--- src/rtl/shadow_router_pkg.sv ---
package shadow_router_pkg;
  localparam int DATA_W      = 8;
  localparam int BANK_REGS   = 16;
  localparam int SHARED_REGS = 4;
  localparam int IDX_W       = $clog2(BANK_REGS);

  // Strobes from the control path to the register datapath
  typedef struct packed {
    logic             wrA;
    logic             wrB;
    logic             rdA;
    logic             rdB;
    logic [IDX_W-1:0] idx;
  } bankStrobe_t;
endpackage

--- src/rtl/shadow_ctrl.sv ---
module shadow_ctrl
  import shadow_router_pkg::*;
#(
  parameter int          ADDR_W  = 24,
  parameter int          IOADR_W = 16,
  parameter logic [15:0] MODE_IO = 16'h03CB
) (
  input  logic               clk,
  input  logic               rstN,
  input  logic               memValid,
  input  logic               memWrite,
  input  logic [ADDR_W-1:0]  memAddr,
  output logic               memReady,
  input  logic               ioValid,
  input  logic               ioWrite,
  input  logic [IOADR_W-1:0] ioAddr,
  input  logic [DATA_W-1:0]  ioWdata,
  output logic [DATA_W-1:0]  ioRdata,
  output logic               ioReady,
  output bankStrobe_t        strobe
);
  localparam logic [1:0] WIN_A = 2'b01;
  localparam logic [1:0] WIN_B = 2'b11;
  localparam int         MODE_W = 4;

  logic [MODE_W-1:0] modeReg;
  logic shadowOn, readSelB, wrEnA, wrEnB;
  logic inWinA, inWinB, ioHit, memRd, memWr;
  logic unusedBits;

  assign shadowOn = modeReg[3];
  assign readSelB = modeReg[2];
  assign wrEnA    = modeReg[1];
  assign wrEnB    = modeReg[0];

  assign inWinA = (memAddr[ADDR_W-1 -: 2] == WIN_A);
  assign inWinB = (memAddr[ADDR_W-1 -: 2] == WIN_B);
  assign memRd  = memValid && !memWrite;
  assign memWr  = memValid && memWrite;
  assign ioHit  = (ioAddr == MODE_IO[IOADR_W-1:0]);
  assign unusedBits = ^{memAddr[ADDR_W-3:IDX_W], ioWdata[DATA_W-1:MODE_W]};

  always_comb begin
    strobe     = '0;
    strobe.idx = memAddr[IDX_W-1:0];
    if (!shadowOn) begin
      strobe.rdA = memRd && inWinA;
      strobe.rdB = memRd && inWinB;
      strobe.wrA = memWr && inWinA;
      strobe.wrB = memWr && inWinB;
    end else begin
      strobe.rdA = memRd && (inWinA || inWinB) && !readSelB;
      strobe.rdB = memRd && (inWinA || inWinB) && readSelB;
      strobe.wrA = memWr && inWinA && wrEnA;
      strobe.wrB = memWr && inWinB && wrEnB;
    end
  end

  always_ff @(posedge clk) begin
    if (!rstN) begin
      modeReg  <= '0;
      ioRdata  <= '0;
      ioReady  <= 1'b0;
      memReady <= 1'b0;
    end else begin
      memReady <= memValid;
      ioReady  <= ioValid;
      if (ioValid && ioWrite && ioHit)
        modeReg <= ioWdata[MODE_W-1:0];
      ioRdata <= (ioValid && !ioWrite && ioHit)
                 ? {{(DATA_W-MODE_W){1'b0}}, modeReg} : '0;
    end
  end
endmodule

--- src/rtl/shadow_bank.sv ---
module shadow_bank
  import shadow_router_pkg::*;
(
  input  logic              clk,
  input  logic              rstN,
  input  bankStrobe_t       strobe,
  input  logic [DATA_W-1:0] wdata,
  output logic [DATA_W-1:0] rdata
);
  logic [BANK_REGS-1:0][DATA_W-1:0] viewA;
  logic [BANK_REGS-1:0][DATA_W-1:0] viewB;

  for (genvar i = 0; i < BANK_REGS; i++) begin : g_entry
    logic hit;
    assign hit = (strobe.idx == i[IDX_W-1:0]);
    if (i < SHARED_REGS) begin : g_common
      logic [DATA_W-1:0] common;
      always_ff @(posedge clk) begin
        if (!rstN)                                common <= '0;
        else if (hit && (strobe.wrA || strobe.wrB)) common <= wdata;
      end
      assign viewA[i] = common;
      assign viewB[i] = common;
    end else begin : g_private
      logic [DATA_W-1:0] ownA, ownB;
      always_ff @(posedge clk) begin
        if (!rstN) begin
          ownA <= '0;
          ownB <= '0;
        end else begin
          if (hit && strobe.wrA) ownA <= wdata;
          if (hit && strobe.wrB) ownB <= wdata;
        end
      end
      assign viewA[i] = ownA;
      assign viewB[i] = ownB;
    end
  end

  always_ff @(posedge clk) begin
    if (!rstN)           rdata <= '0;
    else if (strobe.rdA) rdata <= viewA[strobe.idx];
    else if (strobe.rdB) rdata <= viewB[strobe.idx];
    else                 rdata <= '0;
  end
endmodule

--- src/rtl/shadow_router.sv ---
module shadow_router
  import shadow_router_pkg::*;
#(
  parameter int          ADDR_W  = 24,
  parameter int          IOADR_W = 16,
  parameter logic [15:0] MODE_IO = 16'h03CB
) (
  input  logic               clk,
  input  logic               rstN,
  input  logic               memValid,
  input  logic               memWrite,
  input  logic [ADDR_W-1:0]  memAddr,
  input  logic [DATA_W-1:0]  memWdata,
  output logic [DATA_W-1:0]  memRdata,
  output logic               memReady,
  input  logic               ioValid,
  input  logic               ioWrite,
  input  logic [IOADR_W-1:0] ioAddr,
  input  logic [DATA_W-1:0]  ioWdata,
  output logic [DATA_W-1:0]  ioRdata,
  output logic               ioReady
);
  bankStrobe_t strobe;

  shadow_ctrl #(.ADDR_W(ADDR_W), .IOADR_W(IOADR_W), .MODE_IO(MODE_IO)) u_ctrl (
    .clk(clk), .rstN(rstN),
    .memValid(memValid), .memWrite(memWrite), .memAddr(memAddr), .memReady(memReady),
    .ioValid(ioValid), .ioWrite(ioWrite), .ioAddr(ioAddr), .ioWdata(ioWdata),
    .ioRdata(ioRdata), .ioReady(ioReady), .strobe(strobe)
  );

  shadow_bank u_bank (
    .clk(clk), .rstN(rstN), .strobe(strobe), .wdata(memWdata), .rdata(memRdata)
  );
endmodule

--- config.mk ---
export PLATFORM = sky130hd
export DESIGN_NAME = shadow_router
export DESIGN_NICKNAME = d
export VERILOG_FILES = /design/src/rtl/shadow_router_pkg.sv /design/src/rtl/shadow_ctrl.sv /design/src/rtl/shadow_bank.sv /design/src/rtl/shadow_router.sv
export SDC_FILE = /design/constraint.sdc
export NUM_CORES = 1
export LEC_CHECK = 0
export BUFFER_PORTS_ARGS = -buffer_cell sky130_fd_sc_hd__buf_2
export CAP_MARGIN = 20
export CORE_MARGIN = 3
export CORE_UTILIZATION = 50
export CTS_BUF_LIST = sky130_fd_sc_hd__clkbuf_8
export CTS_CLUSTER_SIZE = 28
export DETAILED_ROUTE_END_ITERATION = 10
export PLACE_DENSITY = 0.73
export SYNTH_ARGS = -nofsm -noshare
export SYNTH_HDL_FRONTEND = slang
export SYNTH_SLANG_ARGS = --single-unit
--- constraint.sdc ---
create_clock -name clk -period 4.4 [get_ports clk]
set_input_delay 0.88 -clock clk [delete_from_list [all_inputs] [get_ports clk]]
set_output_delay 0.88 -clock clk [all_outputs]
set_load 0.02 [all_outputs]
# Word level (Yosys, flattened, before mapping)
# Cells that the tools add are included.
dict set report word_totals {
  reg_bits 246
  latch_bits 0
  mem_bits_rw 0
  rom_bits 0
  in_bits 62
  output_inout_bits 18
  n_memories 0
}
dict set report classes {
  n_addsub 0
  mul 0
  n_div 0
  magnitude_cmp 1
  n_eq_ne 18
  n_shift 0
  muxes 7
  bitwise_logic 0
  reduce_logical 50
}
# cell n
set ops {}
lappend ops {{$bmux W8 S4} 2}
lappend ops {{$logic_and A1 B1 Y1} 43}
lappend ops {{$eq A4 B4 Y1 const B} 8}
lappend ops {{$mux W8} 4}
lappend ops {{$eq A16 B10 Y1 const B} 1}
lappend ops {{$eq A4 B3 Y1 const B} 4}
lappend ops {{$eq A4 B2 Y1 const B} 2}
lappend ops {{$lt A4 B5 Y1 const B} 1}
lappend ops {{$eq A4 B1 Y1 const B} 1}
lappend ops {{$logic_not A4 Y1} 1}
lappend ops {{$mux W4} 1}
lappend ops {{$logic_not A1 Y1} 3}
lappend ops {{$eq A2 B1 Y1 const B} 1}
lappend ops {{$eq A2 B2 Y1 const B} 1}
lappend ops {{$logic_or A1 B1 Y1} 2}
lappend ops {{$reduce_and A2 Y1} 1}

# Logic depth before layout (Yosys ltp)
dict set report depth {
  ltp_word 7
  mapped_depth 7
  depth_no_buf 4
}

# By module
# From an unflattened synthesis, not the netlist that was laid out.
dict set report unflattened {
  cells_unflattened 1257
  hier_area_um2 11367.2
}
# module instances cells_each area_each_um2 seq_area_each_um2
set by_module_without_submodules {}
lappend by_module_without_submodules {shadow_bank 1 1199 10849.2 4644.5}
lappend by_module_without_submodules {shadow_ctrl 1 58 518.0 200.2}

# Worst setup path after synthesis
# OpenSTA, ideal clock, no wires.
dict set report synth_timing {
  kind {input-to-reg}
  startpoint {input port memAddr[1]}
  endpoint {register u_bank.rdata[7]}
  setup_time_ps 135
  t_arrival_ps 2305
  path_slack_ps 1960
  path_stages 6
  path_buffers 2
  path_cell_list {buf_2 > buf_2 > mux4_2 > mux2_2 > nand2_1 > o221ai_1}
}
dict set report synth_via {
  elab_chain_cells 4
}
# item line_no
set synth_rtl {}
lappend synth_rtl {{start: declaration} shadow_router.sv:12} ;# input logic [ADDR_W-1:0] memAddr,
lappend synth_rtl {{$bmux W8 S4} shadow_bank.sv:43} ;# else if (strobe.rdB) rdata <= viewB[strobe.idx];
lappend synth_rtl {{$mux W8 (not written as such)} shadow_bank.sv:43}
lappend synth_rtl {{$mux W8} shadow_bank.sv:43}
lappend synth_rtl {{$mux W8 (*)} shadow_bank.sv:42} ;# else if (strobe.rdA) rdata <= viewA[strobe.idx];
lappend synth_rtl {{end signal: assignment} shadow_bank.sv:42}
lappend synth_rtl {{end signal: assignment} shadow_bank.sv:43}
lappend synth_rtl {{end: declaration} shadow_bank.sv:8} ;# output logic [DATA_W-1:0] rdata
# Mark *: on every way between the ends. The rest lies on a longest branch, timed or not. The select of a mux whose other input is x is not followed.
# A chain may end at the register's enable or synchronous reset.

# Worst setup path in the final report
dict set report layout_timing {
  startpoint {input port memAddr[3]}
  endpoint {register u_bank.g_entry[4].g_private.ownA[4]}
}
dict set report layout_via {
  elab_chain_cells 2
}
# item line_no
set layout_rtl {}
lappend layout_rtl {{$eq A4 B3 Y1} shadow_bank.sv:15} ;# assign hit = (strobe.idx == i[IDX_W-1:0]);
lappend layout_rtl {{$logic_and A1 B1 Y1} shadow_bank.sv:31} ;# if (hit && strobe.wrA) ownA <= wdata;
lappend layout_rtl {{end signal: assignment} shadow_bank.sv:31}
lappend layout_rtl {{end: declaration} shadow_bank.sv:25} ;# logic [DATA_W-1:0] ownA, ownB;
# No other way between the ends.

==> qor.txt <==
status: finished, final reports clean
final slew viol count: 0
cell count after synthesis: 1243
CP max stage cell: or4_1
asr flop ratio synth: 0
Worst setup SP type: primary input
wire length per cell: 21.2 um
Port Buffers: 53
first-iteration detailed-routing DRC count: 1095
vias in the first global route: 9463
area delta synth->final: 10.0%
CTS tree: yes
leakage power: 0.00402 uW
Cell Area, Synth: 11300 um^2
fin crit period: 2820 ps
detailed-route via count: 9774
post-CTS resize count: 0
Total Nets Final: 1274
Core Region: 22000 um^2
Critical Path Sink Type: flop
unrepaired setup endpoints after global routing: no
Worst EP arrival: 3190 ps
GPL Wtd Cong: 0.838
worst-margin pin slew: 1100 ps
first-pass GRT wire length: 50900 um
ant diodes: 0
Synth Flop Type: dfxtp_1
row count: 54
Die H: 156 um
Initial DRT Pass Iterations: 5
max_cap viols: 0
dpl ws: 1090 ps
EDFF count, synth: 0
period utilisation layout: 0.641
clock slew at reported path FFs: 60 ps
Max rail drop VDD: 0.141 mV
Total Die Area: 24400 um^2
most frequent cells in the layout: dfxtp_1, nand3_1, a21oi_1
CTS Buf Count: 40
Setup TNS: 0 ps
clk_skew: 24.9 ps
register bit total from synthesis: 242
Fmax achieved: 355 MHz
largest net degree at the start of global routing: 125
clock sinks: 242
post-route ant nets: 0
worst relative slew slack: 0.264
die width: 156 um
H-tree depth: 2
maximum root-to-sink buffer count: 3
layout cells sized above 1: 0.183
hpwl dp: 17900 um
most common cell after layout, fill and taps aside: dfxtp_1
Netlist cell types: 47
Tightest Hold Check Type: reg -> reg
Min Hold Slack: 473 ps
critical path required time: 4770 ps
CTS Hold Bufs: 0
Initial Util: 0.513
GRT Total Usage: 0.258
grt ovf: 0
kind of critical path: in -> reg
final wirelength: 32100 um
syn_area_per_cell: 9.09 um^2
Cell Pwr Density: 361 nW/um^2
I/O Pins: 80
Via density: 6.45
root buf cell: clkbuf_8
max incr delay on CP: 1070 ps
Finish-stage setup viols: 0
Final Instance Area: 12400 um^2
final hold viol count: 0
PnR worst setup slack: 1580 ps
DRC: 0
Seq/Total Area, Yosys: 0.429
latest clock arrival within the worst-skew pair: 530 ps
Area after DPL: 11600 um^2
fin util: 0.564
initial antenna violation count: 0
crit-path max FO: 32
# Post-CTS Setup Buffers: 0
Cell Chain, Critical Path: buf_2 -> nand2b_1 -> or4_1 -> o21ai_0 -> a21oi_1
Synthesis Warnings: 0
state kept, by name, indices dropped and copies added, names as in the netlist:
| name | cells |
|---|---|
| u_ctrl.modeReg | 4 |
| u_bank.g_entry.g_private.ownA | 96 |
| u_ctrl.ioReady | 1 |
| u_bank.g_entry.g_common.common | 32 |
| u_ctrl.ioRdata | 4 |
| u_ctrl.memReady | 1 |
| u_bank.rdata | 8 |
| u_bank.g_entry.g_private.ownB | 96 |
worst paths after layout:
check / startpoint / end / slack, ps / cells past startpoint
setup / recovery: memAddr[3] / u_bank.g_entry[4].g_private.ownA[4] / 1580 / 5
hold / removal: u_bank.g_entry[15].g_private.ownA[3] / u_bank.g_entry[15].g_private.ownA[3] / 470 / 2
setup reg to reg: u_ctrl.modeReg[3] / u_bank.g_entry[10].g_private.ownB[4] / 1820 / 4
hold reg to reg: u_bank.g_entry[15].g_private.ownA[3] / u_bank.g_entry[15].g_private.ownA[3] / 470 / 2
where the power goes:
group	switching [uW]	internal [uW]	leakage [uW]
clock	870	1100	0.000449
combinational	240	79.1	0.00162
sequential	2.85	2200	0.00195
total	1110	3370	0.00402
synthesized netlist by cell type, types with 2 or more instances:
master | instances | area (um^2)
buf_1 | 18 | 67.6
mux2i_1 | 52 | 521
buf_4 | 7 | 52.6
mux4_2 | 57 | 1280
inv_1 | 4 | 15.0
nor4_2 | 6 | 75.1
o211ai_1 | 6 | 45.0
nand2b_1 | 4 | 25.0
o21ai_1 | 34 | 170
o221ai_1 | 6 | 52.6
nor2_1 | 41 | 154
a2111oi_4 | 4 | 110
nand3_1 | 199 | 996
buf_2 | 35 | 175
nand2_1 | 12 | 45.0
or4_1 | 6 | 45.0
a21oi_1 | 198 | 991
nor4bb_1 | 2 | 20.0
dfxtp_1 | 242 | 4840
a22oi_1 | 6 | 45.0
mux2_2 | 13 | 146
clkbuf_1 | 95 | 357
and2b_1 | 2 | 15.0
nor2b_1 | 2 | 12.5
and2_1 | 8 | 50.1
o21ai_0 | 162 | 811
nor3_1 | 2 | 10.0
critical path, delay by kind of cell:
family | cells | cell delay, ps
buffers and inverters | 1 | 260
AND/OR/NAND/NOR | 2 | 1560
AO/OA/AOI/OAI | 2 | 470
layout make-up:
class | count | area [um^2]
clock buffer | 55 | 757
clock inverter | 10 | 37.5
fill | 1879 | 9600
inverter | 4 | 20.0
multi-input combinational | 843 | 5860
sequential | 242 | 4840
tap | 280 | 350
timing repair buffer | 81 | 556
through the flow:
step	power (uW)	cells
2_1_floorplan	2460	1246
3_3_place_gp	2560	1448
3_5_place_dp	2560	1448
4_1_cts	4500	1513
5_1_grt	4620	1515
6_report	4490	1515
metal layers:
metal / routed length (um) / global-route usage / share of wire / vias up
li1: - / - / - / 4494
met1: 13100 / 0.340 / 0.41 / 4747
met2: 15400 / 0.428 / 0.48 / 476
met3: 2820 / 0.0476 / 0.088 / 57
met4: 779 / 0.0942 / 0.024 / 0
met5: 0 / 0 / 0 / -
logic make-up after synthesis:
group                  share of synthesized area
multiplexers                               0.175
buffers and inverters                     0.0605
AND/OR/NAND/NOR                            0.135
other                                   0.000332
AO/OA/AOI/OAI                              0.200
flip-flops                                 0.429
No activity file was read; power rests on OpenSTA's default activity.
